[config.mk]
export PLATFORM = sky130hd
export DESIGN_NAME = fpx_ctrl_top
export DESIGN_NICKNAME = d
export VERILOG_FILES = /design/src/rtl/fpx_pkg.sv /design/src/rtl/fpx_divzero_det.sv /design/src/rtl/fpx_status_reg.sv /design/src/rtl/fpx_wait_ctrl.sv /design/src/rtl/fpx_ctrl_top.sv
export SDC_FILE = /design/constraint.sdc
export NUM_CORES = 1
export LEC_CHECK = 0
export CAP_MARGIN = 20
export CELL_PAD_IN_SITES_DETAIL_PLACEMENT = 2
export CELL_PAD_IN_SITES_GLOBAL_PLACEMENT = 2
export CORE_ASPECT_RATIO = 1.2
export CORE_UTILIZATION = 27
export DETAILED_ROUTE_END_ITERATION = 8
export DONT_BUFFER_PORTS = 1
export GPL_TIMING_DRIVEN = 0
export PLACE_DENSITY_LB_ADDON = 0.1
export REMOVE_ABC_BUFFERS = 1
export SKIP_LAST_GASP = 1
export SLEW_MARGIN = 20
export SYNTH_ARGS = -nofsm -noshare
export SYNTH_HDL_FRONTEND = slang
export SYNTH_SLANG_ARGS = --single-unit
[constraint.sdc]
create_clock -name clk -period 1.5 [get_ports clk]
set_input_delay 0.075 -clock clk [delete_from_list [all_inputs] [get_ports clk]]
set_output_delay 0.075 -clock clk [all_outputs]
set_load 0.01 [all_outputs]
[src/rtl/fpx_pkg.sv]
// Package: shared widths and bit positions of the exception status word.
// Assumes a 16-bit status word with six maskable flags plus a stack-fault flag.
package fpx_pkg;
    localparam int SW         = 16;
    localparam int MASK_W     = 6;
    localparam int FLAG_W     = MASK_W + 1;
    localparam int ZDIV_BIT   = 2;
    localparam int SUM_BIT    = 7;
    localparam int BUSY_BIT   = 15;
    localparam logic [SW-1:0] CLR_KEEP = 16'h7F00;
endpackage

[src/rtl/fpx_divzero_det.sv]
// Module: turns a completing divide into a zero-divide report when the
// divisor is all zeros. Assumes div_valid is high for exactly one cycle
// per divide; the quotient path is untouched and is not delayed.
module fpx_divzero_det #(
    parameter int DW = 32
) (
    input  logic          div_valid,
    input  logic [DW-1:0] div_divisor,
    output logic          zdiv_rpt
);
    // Zero-detect on the divisor, gated by the divide-valid strobe.
    always_comb begin
        zdiv_rpt = div_valid && (div_divisor == '0);
    end
endmodule

[src/rtl/fpx_status_reg.sv]
// Module: holds the status word. Applies init/clear first, then ORs the
// reported flags in, and sets summary and busy when an unmasked flag is set.
// Assumes reports are single-cycle pulses and the masks are stable with them.
module fpx_status_reg
    import fpx_pkg::*;
(
    input  logic              clk,
    input  logic              rst_n,
    input  logic [MASK_W-1:0] mask,
    input  logic [FLAG_W-1:0] flags_in,
    input  logic              cmd_clear,
    input  logic              cmd_init,
    output logic [SW-1:0]     status_q,
    output logic [SW-1:0]     status_d
);
    logic [SW-1:0]     base;
    logic [SW-1:0]     merged;
    logic [MASK_W-1:0] live;
    logic              any_rpt;

    // Per-flag unmasked detect, one term per maskable exception.
    for (genvar i = 0; i < MASK_W; i++) begin : g_live
        assign live[i] = merged[i] & ~mask[i];
    end

    // Next-state: init/clear first, then OR of new flags, then summary rule.
    always_comb begin
        any_rpt = |flags_in;
        if (cmd_init)       base = '0;
        else if (cmd_clear) base = status_q & CLR_KEEP;
        else                base = status_q;
        merged = base | {{(SW-FLAG_W){1'b0}}, flags_in};
        status_d = merged;
        if (any_rpt && (|live)) begin
            status_d[SUM_BIT]  = 1'b1;
            status_d[BUSY_BIT] = 1'b1;
        end
    end

    // Status register with synchronous active-low reset.
    always_ff @(posedge clk) begin
        if (!rst_n) status_q <= '0;
        else        status_q <= status_d;
    end

    // with no clear or init, previously set flags survive.
    a_r2_sticky: assert property (@(posedge clk) disable iff (!rst_n)
        (!cmd_clear && !cmd_init) |=>
        ((status_q[FLAG_W-1:0] & $past(status_q[FLAG_W-1:0])) == $past(status_q[FLAG_W-1:0])));

    // a report leaving an unmasked flag set raises summary and busy.
    a_r3_summary: assert property (@(posedge clk) disable iff (!rst_n)
        ((|flags_in) && !cmd_clear && !cmd_init && (|(flags_in[MASK_W-1:0] & ~mask))) |=>
        (status_q[SUM_BIT] && status_q[BUSY_BIT]));

    // a lone clear empties bits 0..7 and 15 and keeps 8..14.
    a_r5_clear: assert property (@(posedge clk) disable iff (!rst_n)
        (cmd_clear && !cmd_init && !(|flags_in)) |=>
        ((status_q & ~CLR_KEEP) == '0 && status_q[14:8] == $past(status_q[14:8])));

    // a lone init empties the word.
    a_r6_init: assert property (@(posedge clk) disable iff (!rst_n)
        (cmd_init && !(|flags_in)) |=> (status_q == '0));
endmodule

[src/rtl/fpx_wait_ctrl.sv]
// Module: resolves a wait command into completion, an internal fault or the
// external error pin, and holds that pin while the summary bit stays set.
// Assumes sum_q is the registered summary bit and sum_d its next value.
module fpx_wait_ctrl #(
    parameter int VW      = 8,
    parameter int VEC_DNA = 7,
    parameter int VEC_NM  = 16
) (
    input  logic          clk,
    input  logic          rst_n,
    input  logic          cmd_wait,
    input  logic          mon_cop,
    input  logic          task_sw,
    input  logic          ne_enable,
    input  logic          sum_q,
    input  logic          sum_d,
    output logic          wait_done,
    output logic          fault_valid,
    output logic [VW-1:0] fault_vector,
    output logic          fpe_pin
);
    localparam logic [VW-1:0] DNA_V = VW'(VEC_DNA);
    localparam logic [VW-1:0] NM_V  = VW'(VEC_NM);

    logic          dna_hit;
    logic          nm_hit;
    logic          pin_hit;
    logic          done_d;
    logic          flt_d;
    logic [VW-1:0] vec_d;
    logic          pin_d;

    // Priority decode: device-not-available, then internal fault, then pin.
    always_comb begin
        dna_hit = cmd_wait && mon_cop && task_sw;
        nm_hit  = cmd_wait && !dna_hit && sum_q && ne_enable;
        pin_hit = cmd_wait && !dna_hit && sum_q && !ne_enable;
        done_d  = cmd_wait && !dna_hit && !nm_hit;
        flt_d   = dna_hit || nm_hit;
        vec_d   = dna_hit ? DNA_V : (nm_hit ? NM_V : '0);
        pin_d   = (fpe_pin || pin_hit) && sum_d;
    end

    // Registered wait results and the latched error pin.
    always_ff @(posedge clk) begin
        if (!rst_n) begin
            wait_done    <= 1'b0;
            fault_valid  <= 1'b0;
            fault_vector <= '0;
            fpe_pin      <= 1'b0;
        end else begin
            wait_done    <= done_d;
            fault_valid  <= flt_d;
            fault_vector <= vec_d;
            fpe_pin      <= pin_d;
        end
    end

    // both flags set on a wait gives vector 7 and no completion.
    a_r8_dna: assert property (@(posedge clk) disable iff (!rst_n)
        (cmd_wait && mon_cop && task_sw) |=>
        (fault_valid && fault_vector == DNA_V && !wait_done));

    // pending summary with numeric-error enable gives vector 16.
    a_r9_numeric: assert property (@(posedge clk) disable iff (!rst_n)
        (cmd_wait && !(mon_cop && task_sw) && sum_q && ne_enable) |=>
        (fault_valid && fault_vector == NM_V && !wait_done));

    // the external pin is only ever high while summary is set.
    a_r10_pin_needs_sum: assert property (@(posedge clk) disable iff (!rst_n)
        fpe_pin |-> sum_q);

    // completion and fault never coincide.
    a_r11_exclusive: assert property (@(posedge clk) disable iff (!rst_n)
        !(wait_done && fault_valid));
endmodule

[src/rtl/fpx_ctrl_top.sv]
// Module: top of the floating-point exception status controller. Joins the
// divide zero-detect, the status register and the wait resolver.
// Assumes one command per cycle from decode; reports may pair with clear/init.
module fpx_ctrl_top
    import fpx_pkg::*;
#(
    parameter int DW      = 32,
    parameter int VW      = 8,
    parameter int VEC_DNA = 7,
    parameter int VEC_NM  = 16
) (
    input  logic              clk,
    input  logic              rst_n,
    input  logic [SW-1:0]     ctrl_word,
    input  logic [FLAG_W-1:0] rpt_flags,
    input  logic              div_valid,
    input  logic [DW-1:0]     div_divisor,
    input  logic              cmd_clear,
    input  logic              cmd_init,
    input  logic              cmd_wait,
    input  logic              ne_enable,
    input  logic              mon_cop,
    input  logic              task_sw,
    output logic [SW-1:0]     status_word,
    output logic              wait_done,
    output logic              fault_valid,
    output logic [VW-1:0]     fault_vector,
    output logic              fpe_pin
);
    logic              zdiv_rpt;
    logic [FLAG_W-1:0] flags_all;
    logic [SW-1:0]     status_d;
    logic              ctrl_unused;

    // Only the mask field of the control word is consumed here.
    assign ctrl_unused = ^ctrl_word[SW-1:MASK_W];

    fpx_divzero_det #(.DW(DW)) divz_i (
        .div_valid  (div_valid),
        .div_divisor(div_divisor),
        .zdiv_rpt   (zdiv_rpt)
    );

    // Merge the divider's zero-divide report with the datapath reports.
    always_comb begin
        flags_all = rpt_flags;
        flags_all[ZDIV_BIT] = rpt_flags[ZDIV_BIT] | zdiv_rpt;
    end

    fpx_status_reg stat_i (
        .clk      (clk),
        .rst_n    (rst_n),
        .mask     (ctrl_word[MASK_W-1:0]),
        .flags_in (flags_all),
        .cmd_clear(cmd_clear),
        .cmd_init (cmd_init),
        .status_q (status_word),
        .status_d (status_d)
    );

    fpx_wait_ctrl #(.VW(VW), .VEC_DNA(VEC_DNA), .VEC_NM(VEC_NM)) wait_i (
        .clk         (clk),
        .rst_n       (rst_n),
        .cmd_wait    (cmd_wait),
        .mon_cop     (mon_cop),
        .task_sw     (task_sw),
        .ne_enable   (ne_enable),
        .sum_q       (status_word[SUM_BIT]),
        .sum_d       (status_d[SUM_BIT]),
        .wait_done   (wait_done),
        .fault_valid (fault_valid),
        .fault_vector(fault_vector),
        .fpe_pin     (fpe_pin)
    );

    // a zero divisor on a valid divide lands in the zero-divide flag.
    a_r4_divzero: assert property (@(posedge clk) disable iff (!rst_n)
        (div_valid && div_divisor == '0) |=> status_word[ZDIV_BIT]);
endmodule

## Word-level counts from Yosys, hierarchy flattened

Index checks and enable logic that the tools add are counted.

- Flip-flop bits (word level): 24
- Logic and storage cells: 46
- Bits of input ports: 64

- Bitwise gates (word level): 15
- Reductions and logical operators: 19
- Multiplexer cells: 6

Operators with widths:

| cell | number |
|---|---|
| zero test 32 bit | 1 |
| 2-to-1 mux 16 bit | 2 |
| OR 16 x 7 -> 16 bit | 1 |
| logical AND 1 bit | 10 |
| NOT 1 bit | 7 |
| OR reduction 7 bit | 1 |
| AND 1 bit | 6 |
| OR reduction 6 bit | 1 |
| 2-to-1 mux 5 bit | 1 |
| zero test 1 bit | 3 |
| 2-to-1 mux 3 bit | 1 |
| logical OR 1 bit | 2 |
| 2-to-1 mux 1 bit | 2 |
| OR reduction 2 bit | 1 |
| OR 1 bit | 1 |

## Longest topological paths before layout

Gate-level depths: netlist of the first run.

- Depth after elaboration: 9
- Mapped depth: 5
- Gate-level depth less buffers: 5

## By module

From an unflattened synthesis of the first run, not the netlist that was laid out.

- Cell total of the unflattened synthesis: 119
- Area, all modules: 1014.7 sq um

By module, submodules not included:

| module | cells each | seq. area each (sq um) | instances | area an instance (sq um) |
|---|---|---|---|---|
| fpx_status_reg | 82 | 320.3 | 1 | 685.7 |
| fpx_wait_ctrl | 24 | 100.1 | 1 | 219.0 |
| fpx_divzero_det | 12 | 0.0 | 1 | 103.8 |
| fpx_ctrl_top | 1 | 0.0 | 1 | 6.3 |

## Least setup slack after synthesis of the first run

Ideal clock, no wire load.

- Path type: reg-to-reg
- Start point: reg stat_i.status_q[4]
- End point: reg wait_i.fpe_pin
- Path buffers: 0
- Slack: 110 ps
- Stages on the path, launching flop included: 6
- Clock period less this slack: 1390 ps
- Arrival: 1261 ps
- Setup time: 129 ps
- Cell sequence: dfxtp_1 > nor2b_1 > o41ai_4 > nand4_1 > a32oi_1 > a21oi_1

- Word-level cells in the longest chain between the ends: 8

Ends and longest elaborated chain:

| what | line | text |
|---|---|---|
| start: declaration | fpx_status_reg.sv:13 | `output logic [SW-1:0] status_q,` |
| start signal: assignment | fpx_status_reg.sv:43 | `else status_q <= status_d;` |
| 2-to-1 mux 16 bit | fpx_status_reg.sv:30 | `else if (cmd_clear) base = status_q & CLR_KEEP;` |
| 2-to-1 mux 16 bit | fpx_status_reg.sv:29 | `if (cmd_init) base = '0;` |
| OR 16 x 7 -> 16 bit | fpx_status_reg.sv:32 | `merged = base \| {{(SW-FLAG_W){1'b0}}, flags_in};` |
| AND 1 bit | fpx_status_reg.sv:23 | `assign live[i] = merged[i] & ~mask[i];` |
| OR reduction 6 bit | fpx_status_reg.sv:34 | `if (any_rpt && (\|live)) begin` |
| logical AND 1 bit | fpx_status_reg.sv:34 |  |
| 2-to-1 mux 1 bit | fpx_status_reg.sv:34 |  |
| logical AND 1 bit | fpx_wait_ctrl.sv:41 | `pin_d = (fpe_pin \|\| pin_hit) && sum_d;` |
| end signal: assignment | fpx_wait_ctrl.sv:55 | `fpe_pin <= pin_d;` |
| end: declaration | fpx_wait_ctrl.sv:20 | `output logic fpe_pin` |

No other way between the ends.
A chain may end at the register's enable or synchronous reset.

## Worst setup path after layout of the first run

Ends and elaborated chain as after synthesis.

==> results of run 1 <==
-- kinds of logic after synthesis --
logic type / after synthesis
AOI/OAI and AO/OA: 16
and+or+nand+nor: 43
other: 1
DFF: 14
buffers and inverters: 18
-- layer usage --
metal	track usage	up-vias	wire length (µm)
met2	0.276	54	1070
met4	0.0463	0	19
li1	-	325	-
met5	0	-	0
met1	0.120	331	728
met3	0.0247	2	232
-- worst max-delay path, stage by stage (launching register included) --
cell and delay, ns:
dfxtp_2 0.36, nor2b_4 0.13, o41ai_4 0.37, nand4_1 0.15, a32oi_2 0.25, a21oi_1 0.10
-- metrics by stage --
step | utilization | setup TNS, ns | instance area (µm²) | instances
floorplan | - | 0 | 719 | 87
global placement | 0.274 | -0.0318 | 762 | 121
detailed placement | 0.274 | -0.109 | 762 | 121
CTS | 0.335 | 0 | 932 | 136
global route | 0.338 | -0.217 | 941 | 136
finish | 0.338 | 0 | 941 | 136
-- flip-flops by register name (all words and copies together) (netlist names) --
register / count
wait_i.fault_vector: 2
wait_i.fault_valid: 1
stat_i.status_q: 9
wait_i.fpe_pin: 1
wait_i.wait_done: 1
-- power by group through the flow --
| stage | Sequential [W] | Clock (W) | Combinational [W] |
|---|---|---|---|
| final | 0.000424 | 0.000278 | 0.000118 |
| after global placement | 0.000432 | 0 | 0.0000824 |
| after global routing | 0.000428 | 0.000300 | 0.000132 |
| after detailed placement | 0.000433 | 0 | 0.0000844 |
| after CTS | 0.000425 | 0.000287 | 0.000118 |
| after floorplan | 0.000427 | 0 | 0.0000730 |
-- synth_stat cells --
library cell | number | area (µm²)
or3_1 | 1 | 6.26
o41ai_4 | 1 | 27.5
a222oi_1 | 1 | 10.0
a311oi_2 | 1 | 15.0
conb_1 | 1 | 3.75
o31a_1 | 1 | 8.76
nor2b_4 | 1 | 13.8
a21boi_0 | 1 | 7.51
nor3b_1 | 1 | 7.51
nor2_4 | 1 | 11.3
nor4_1 | 7 | 43.8
clkbuf_1 | 1 | 3.75
nand2_1 | 5 | 18.8
nand3_1 | 4 | 20.0
a21oi_1 | 9 | 45.0
inv_1 | 3 | 11.3
nor2_1 | 6 | 22.5
nor2b_1 | 11 | 68.8
nor4b_1 | 1 | 8.76
nor3_2 | 1 | 10.0
nor3_1 | 1 | 5.00
o2111ai_1 | 1 | 8.76
nand4_1 | 3 | 18.8
dfxtp_1 | 14 | 280
buf_4 | 14 | 105
a32oi_1 | 1 | 8.76
-- what timing repair did --
item	4_1_cts	5_1_grt
pin swaps	5	0
hold buffers	11	0
endpoints found under the setup margin	3	5
gates resized for setup	6	3
buffers inserted	0	0
hold endpoints to repair	14	0
-- layout make-up --
cell class,count,share of cell area
Sequential cell,14,0.302
Inverter,3,0.0120
Clock buffer,4,0.0386
Tap cell,34,0.0452
Multi-Input combinational cell,70,0.483
Timing Repair Buffer,11,0.120
-- final timing paths --
check	endpoint	slack, ns
setup / recovery	wait_i.fpe_pin$_SDFF_PN0_	0.02
hold / removal	wait_i.fault_vector[1]$_SDFF_PN0_	0.009
setup reg to reg	wait_i.fpe_pin$_SDFF_PN0_	0.02
hold reg to reg	stat_i.status_q[15]$_SDFF_PN0_	0.54
==> results.py, run 1 <==
metrics = {
    "run_status": {
        "outcome": "complete, no violations",
    },
    "power_and_ir_drop": {
        "power_frac_comb": 0.144,
        "static-leakage-power_nw": 0.360,
        "power.sequential.fraction": 0.517,
        "report.power.total_w": 0.000820,
        "share_clk_of_total_power": 0.339,
        "p_int_w": 0.000602,
        "sw_frac_of_total": 0.267,
        "power.switching_w": 0.000219,
        "power-per-cell-area_nw_per_um2": 872,
        "ir_worst_vdd_uv": 354,
    },
    "floorplan": {
        "die_width_um": 51.4,
        "design.die.area_um2": 3150,
        "fp-row-count": 21,
        "coreArea_um2": 2790,
        "die_height_um": 61.3,
        "floorplan.initialDensity": 0.284,
        "io_pins": 91,
    },
    "cells_and_area": {
        "antenna_cells": 0,
        "drive_above_1_share": 0.157,
        "layout_common_cells": "11 x conb_1, 11 x dfxtp_1, 10 x nor2b_1, 10 x dlygate4sd3_1, 9 x a21oi_1",
        "num-fill-cells": 327,
        "multi_input_comb_area_um2": 454,
        "num-nets-final": 167,
        "register_area_um2": 284,
        "synthToLayoutAreaGrowth_pct": 19.0,
    },
    "clock_tree": {
        "cts_made_buffers": 3,
        "clk_pin_slew_worst_paths_ns": 0.10,
        "cts.sinks": 14,
        "clock_tree_from_tritoncts": "done",
        "worst_skew_pair.late_latency_ns": 0.28,
        "cts-root-buf": "clkbuf_4",
        "cts.path.max_buffers": 2,
        "htree_levels": 1,
    },
    "timing": {
        "fin_skew_ns": 0.00641,
        "final_max_slew_viol_count": 0,
        "whs_ns": 0.00894,
        "final_hold_viol_count": 0,
        "clock.fmax_mhz": 676,
        "setup_violations": 0,
        "layout_min_cycle_time_ns": 1.48,
        "rsz0062_at_grt": "yes",
        "worst_slack_ns": 0.0201,
        "min_period_over_period": 0.987,
    },
    "yosys": {
        "ys_seq_elements": 14,
        "syn_avg_cell_area_um2": 8.60,
        "synthesis.area_um2": 791,
        "synthesis.instances": 92,
        "seq_area_frac_synth": 0.354,
        "post_synth_xor_area_fraction": 0,
        "yosys.cell_types.count": 26,
        "synthAdderAreaFrac": 0,
        "synth.area.mux_share": 0,
        "synth_compound_area_frac": 0.166,
        "synth_top_family_by_area": "simple AND/OR/NAND/NOR gates",
        "ys.warnings.count": 0,
        "synth-simple-area-share": 0.323,
    },
    "min_path": {
        "timing.hold.worst.start": "mon_cop",
        "hold_path_class": "primary input to register",
        "hold_path_depth": 2,
    },
    "setup_path": {
        "critical_path_start_type": "register",
        "arrival_ns": 1.65,
        "crit_type": "register to register",
        "cp-startpoint": "stat_i.status_q[4]$_SDFF_PN0_",
        "critical_path.max_fanout": 3,
        "crit_required_ns": 1.67,
        "worstSetupEndpointType": "register",
        "regToRegStartpoint": "stat_i.status_q[4]$_SDFF_PN0_",
        "ff2ff_path_depth": 5,
    },
    "grt": {
        "grt_antenna_before_repair": 0,
        "grt_remaining_overflow": 0,
        "grt_max_degree": 13,
        "overall_routing_resource_usage": 0.130,
        "grt_first_pass_wirelength_um": 2990,
        "first_global_vias": 737,
    },
    "detailed_routing": {
        "drt_drc_violations_left": 0,
        "drt-initial-drc-count": 6,
        "drt_wl_total_um": 2050,
        "ant_nets": 0,
        "num_vias": 712,
        "wl_per_cell_um": 15.1,
        "route.detailed.vias_per_inst": 5.24,
        "first_pass_iters": 4,
    },
    "placed_design": {
        "place_hpwl_um": 1620,
        "port_buffers": 0,
        "gp_congestion": 0.707,
        "detailedPlace.worstSlack_ns": -0.0536,
    },
    "run": {
        "cap_violations": 0,
    },
}
(Power assumes the default switching activity.)
==> run 2: changes to the inputs <==
--- a/config.mk
+++ b/config.mk
@@ -9,7 +9,8 @@
 export CELL_PAD_IN_SITES_DETAIL_PLACEMENT = 2
 export CELL_PAD_IN_SITES_GLOBAL_PLACEMENT = 2
 export CORE_ASPECT_RATIO = 1.2
-export CORE_UTILIZATION = 27
+export CORE_UTILIZATION = 29
+export CTS_BUF_LIST = sky130_fd_sc_hd__clkbuf_8
 export DETAILED_ROUTE_END_ITERATION = 8
 export DONT_BUFFER_PORTS = 1
 export GPL_TIMING_DRIVEN = 0
==> results.py, run 2 (synthesis results as in run 1) <==
metrics = {
    "cells_and_area": {
        "drive_above_1_share": 0.158,
        "multi_input_comb_area_um2": 457,
        "finalCoreUtilization": 0.370,
        "num-nets-final": 167,
        "largest_register_ff_count": 9,
        "layout_common_cells": "11 x conb_1, 11 x dlygate4sd3_1, 11 x dfxtp_1",
        "biggestRegsByFlops": "stat_i.status_q: 9 flops, wait_i.fault_vector: 2 flops",
        "antenna_cells": 0,
        "regMostFlops": "stat_i.status_q",
        "num-fill-cells": 312,
        "stdcell_count": 134,
        "synthToLayoutAreaGrowth_pct": 19.5,
        "register_area_um2": 284,
    },
    "power_and_ir_drop": {
        "static-leakage-power_nw": 0.352,
        "power.sequential.fraction": 0.499,
        "report.power.total_w": 0.000853,
        "share_clk_of_total_power": 0.361,
        "power-per-cell-area_nw_per_um2": 903,
        "power.switching_w": 0.000221,
        "p_int_w": 0.000633,
        "power_frac_comb": 0.141,
        "ir_worst_vdd_uv": 413,
        "sw_frac_of_total": 0.259,
    },
    "grt": {
        "overall_routing_resource_usage": 0.166,
        "grt_antenna_before_repair": 0,
        "grt_first_pass_wirelength_um": 3510,
        "grt_remaining_overflow": 0,
        "grt_max_degree": 11,
        "first_global_vias": 780,
    },
    "floorplan": {
        "floorplan.initialDensity": 0.310,
        "fp-row-count": 20,
        "die_width_um": 49.7,
        "die_height_um": 59.2,
        "coreArea_um2": 2550,
        "design.die.area_um2": 2940,
        "io_pins": 91,
    },
    "placed_design": {
        "port_buffers": 0,
        "detailedPlace.worstSlack_ns": -0.0557,
        "gp_congestion": 0.691,
        "post-place-cells": 120,
        "place_hpwl_um": 1660,
    },
    "setup_path": {
        "crit_required_ns": 1.63,
        "arrival_ns": 1.63,
        "crit_type": "register to register",
        "cp-startpoint": "stat_i.status_q[4]$_SDFF_PN0_",
        "ff2ff_setup_slack_ns": 0.001,
        "critical_path.max_fanout": 3,
        "worstSetupEndpoint": "wait_i.fpe_pin$_SDFF_PN0_",
        "ff2ff_path_depth": 5,
        "critical_path_start_type": "register",
        "reg2reg_to": "wait_i.fpe_pin$_SDFF_PN0_",
        "worstSetupEndpointType": "register",
        "regToRegStartpoint": "stat_i.status_q[4]$_SDFF_PN0_",
    },
    "clock_tree": {
        "htree_levels": 1,
        "clk_pin_slew_worst_paths_ns": 0.06,
        "cts_post_setup_buffers_inserted": 0,
        "cts.sinks": 14,
        "cts-root-buf": "clkbuf_8",
        "worst_skew_pair.late_latency_ns": 0.24,
        "cts_made_buffers": 3,
        "clock_tree_from_tritoncts": "done",
        "cts.path.max_buffers": 2,
    },
    "detailed_routing": {
        "route.detailed.vias_per_inst": 5.19,
        "drt-initial-drc-count": 6,
        "drt_wl_total_um": 2310,
        "ant_nets": 0,
        "num_vias": 695,
        "wl_per_cell_um": 17.2,
        "drt_drc_violations_left": 0,
        "first_pass_iters": 2,
    },
    "timing": {
        "fin_skew_ns": 0.00329,
        "final_max_slew_viol_count": 0,
        "setup_violations": 0,
        "layout_min_cycle_time_ns": 1.50,
        "clock.fmax_mhz": 667,
        "rsz0062_at_grt": "yes",
        "worst_slack_ns": 0.00122,
        "min_period_over_period": 0.999,
        "fin_tns_setup_ns": 0,
        "final_hold_viol_count": 0,
    },
    "run": {
        "cap_violations": 0,
    },
    "run_status": {
        "outcome": "complete, no violations",
    },
    "min_path": {
        "hold_path_class": "primary input to register",
    },
}
==> run 2: changes by cell type in the layout (fill, tap and decap cells not counted) <==
| cell | previous run | this run |
|---|---|---|
| nor2b_2 | 0 | 1 |
| clkbuf_4 | 3 | 0 |
| dlygate4sd3_1 | 10 | 11 |
| nor2b_1 | 10 | 9 |
| dlymetal6s4s_1 | 1 | 0 |
| clkbuf_8 | 1 | 3 |
==> run 2: worst max-delay path, stage by stage (launching register included) <==
cell and delay, ns:
dfxtp_2 0.35, nor2b_4 0.14, o41ai_4 0.37, nand4_1 0.16
a32oi_2 0.26, a21oi_1 0.10
==> run 2: area by class of cell <==
type | count | share of cell area
Tap cell | 33 | 0.0437
Clock buffer | 3 | 0.0437
Multi-Input combinational cell | 70 | 0.483
Inverter | 3 | 0.0119
Timing Repair Buffer | 11 | 0.117
Sequential cell | 14 | 0.301
==> run 2: worst min-delay path by stage <==
stage          startpoint                       endpoint  slack, ns  depth (start not counted)
5_1_grt             rst_n  stat_i.status_q[7]$_SDFF_PN0_       0.02                          2
6_report            rst_n  stat_i.status_q[7]$_SDFF_PN0_      0.003                          2
2_1_floorplan   ne_enable    wait_i.wait_done$_SDFF_PN0_       0.17                          1
4_1_cts             rst_n  stat_i.status_q[7]$_SDFF_PN0_      0.006                          2
3_3_place_gp    ne_enable    wait_i.wait_done$_SDFF_PN0_       0.17                          1
3_5_place_dp    ne_enable    wait_i.wait_done$_SDFF_PN0_       0.18                          1
==> run 2: timing repair <==
action,in CTS,in global routing
gates cloned,0,0
hold buffers,11,0
endpoints found under the setup margin,3,4
pin swaps,5,1
gates resized for setup,8,1
endpoints found under the hold margin,12,0
==> run 2: per-stage QoR <==
step / cell area (µm²) / hold WS, ns
floorplan: 719 / 0.169
global placement: 761 / 0.173
detailed placement: 761 / 0.177
CTS: 940 / 0.00556
global route: 945 / 0.0225
finish: 945 / 0.00330
==> run 2: layer usage <==
layer / GRT usage / up-vias / part of all wire
met3: 0.0487 / 6 / 0.062
met4: 0.0939 / 0 / 0.016
met1: 0.176 / 335 / 0.36
met2: 0.293 / 29 / 0.56
li1: - / 325 / -
met5: 0 / - / 0
==> run 2: power groups by stage <==
| stage | clock, W | combinational (W) | sequential, W |
|---|---|---|---|
| global route | 0.000339 | 0.000134 | 0.000429 |
| global placement | 0 | 0.0000821 | 0.000432 |
| detailed placement | 0 | 0.0000852 | 0.000432 |
| floorplan | 0 | 0.0000730 | 0.000427 |
| finish | 0.000308 | 0.000120 | 0.000425 |
| CTS | 0.000317 | 0.000119 | 0.000425 |
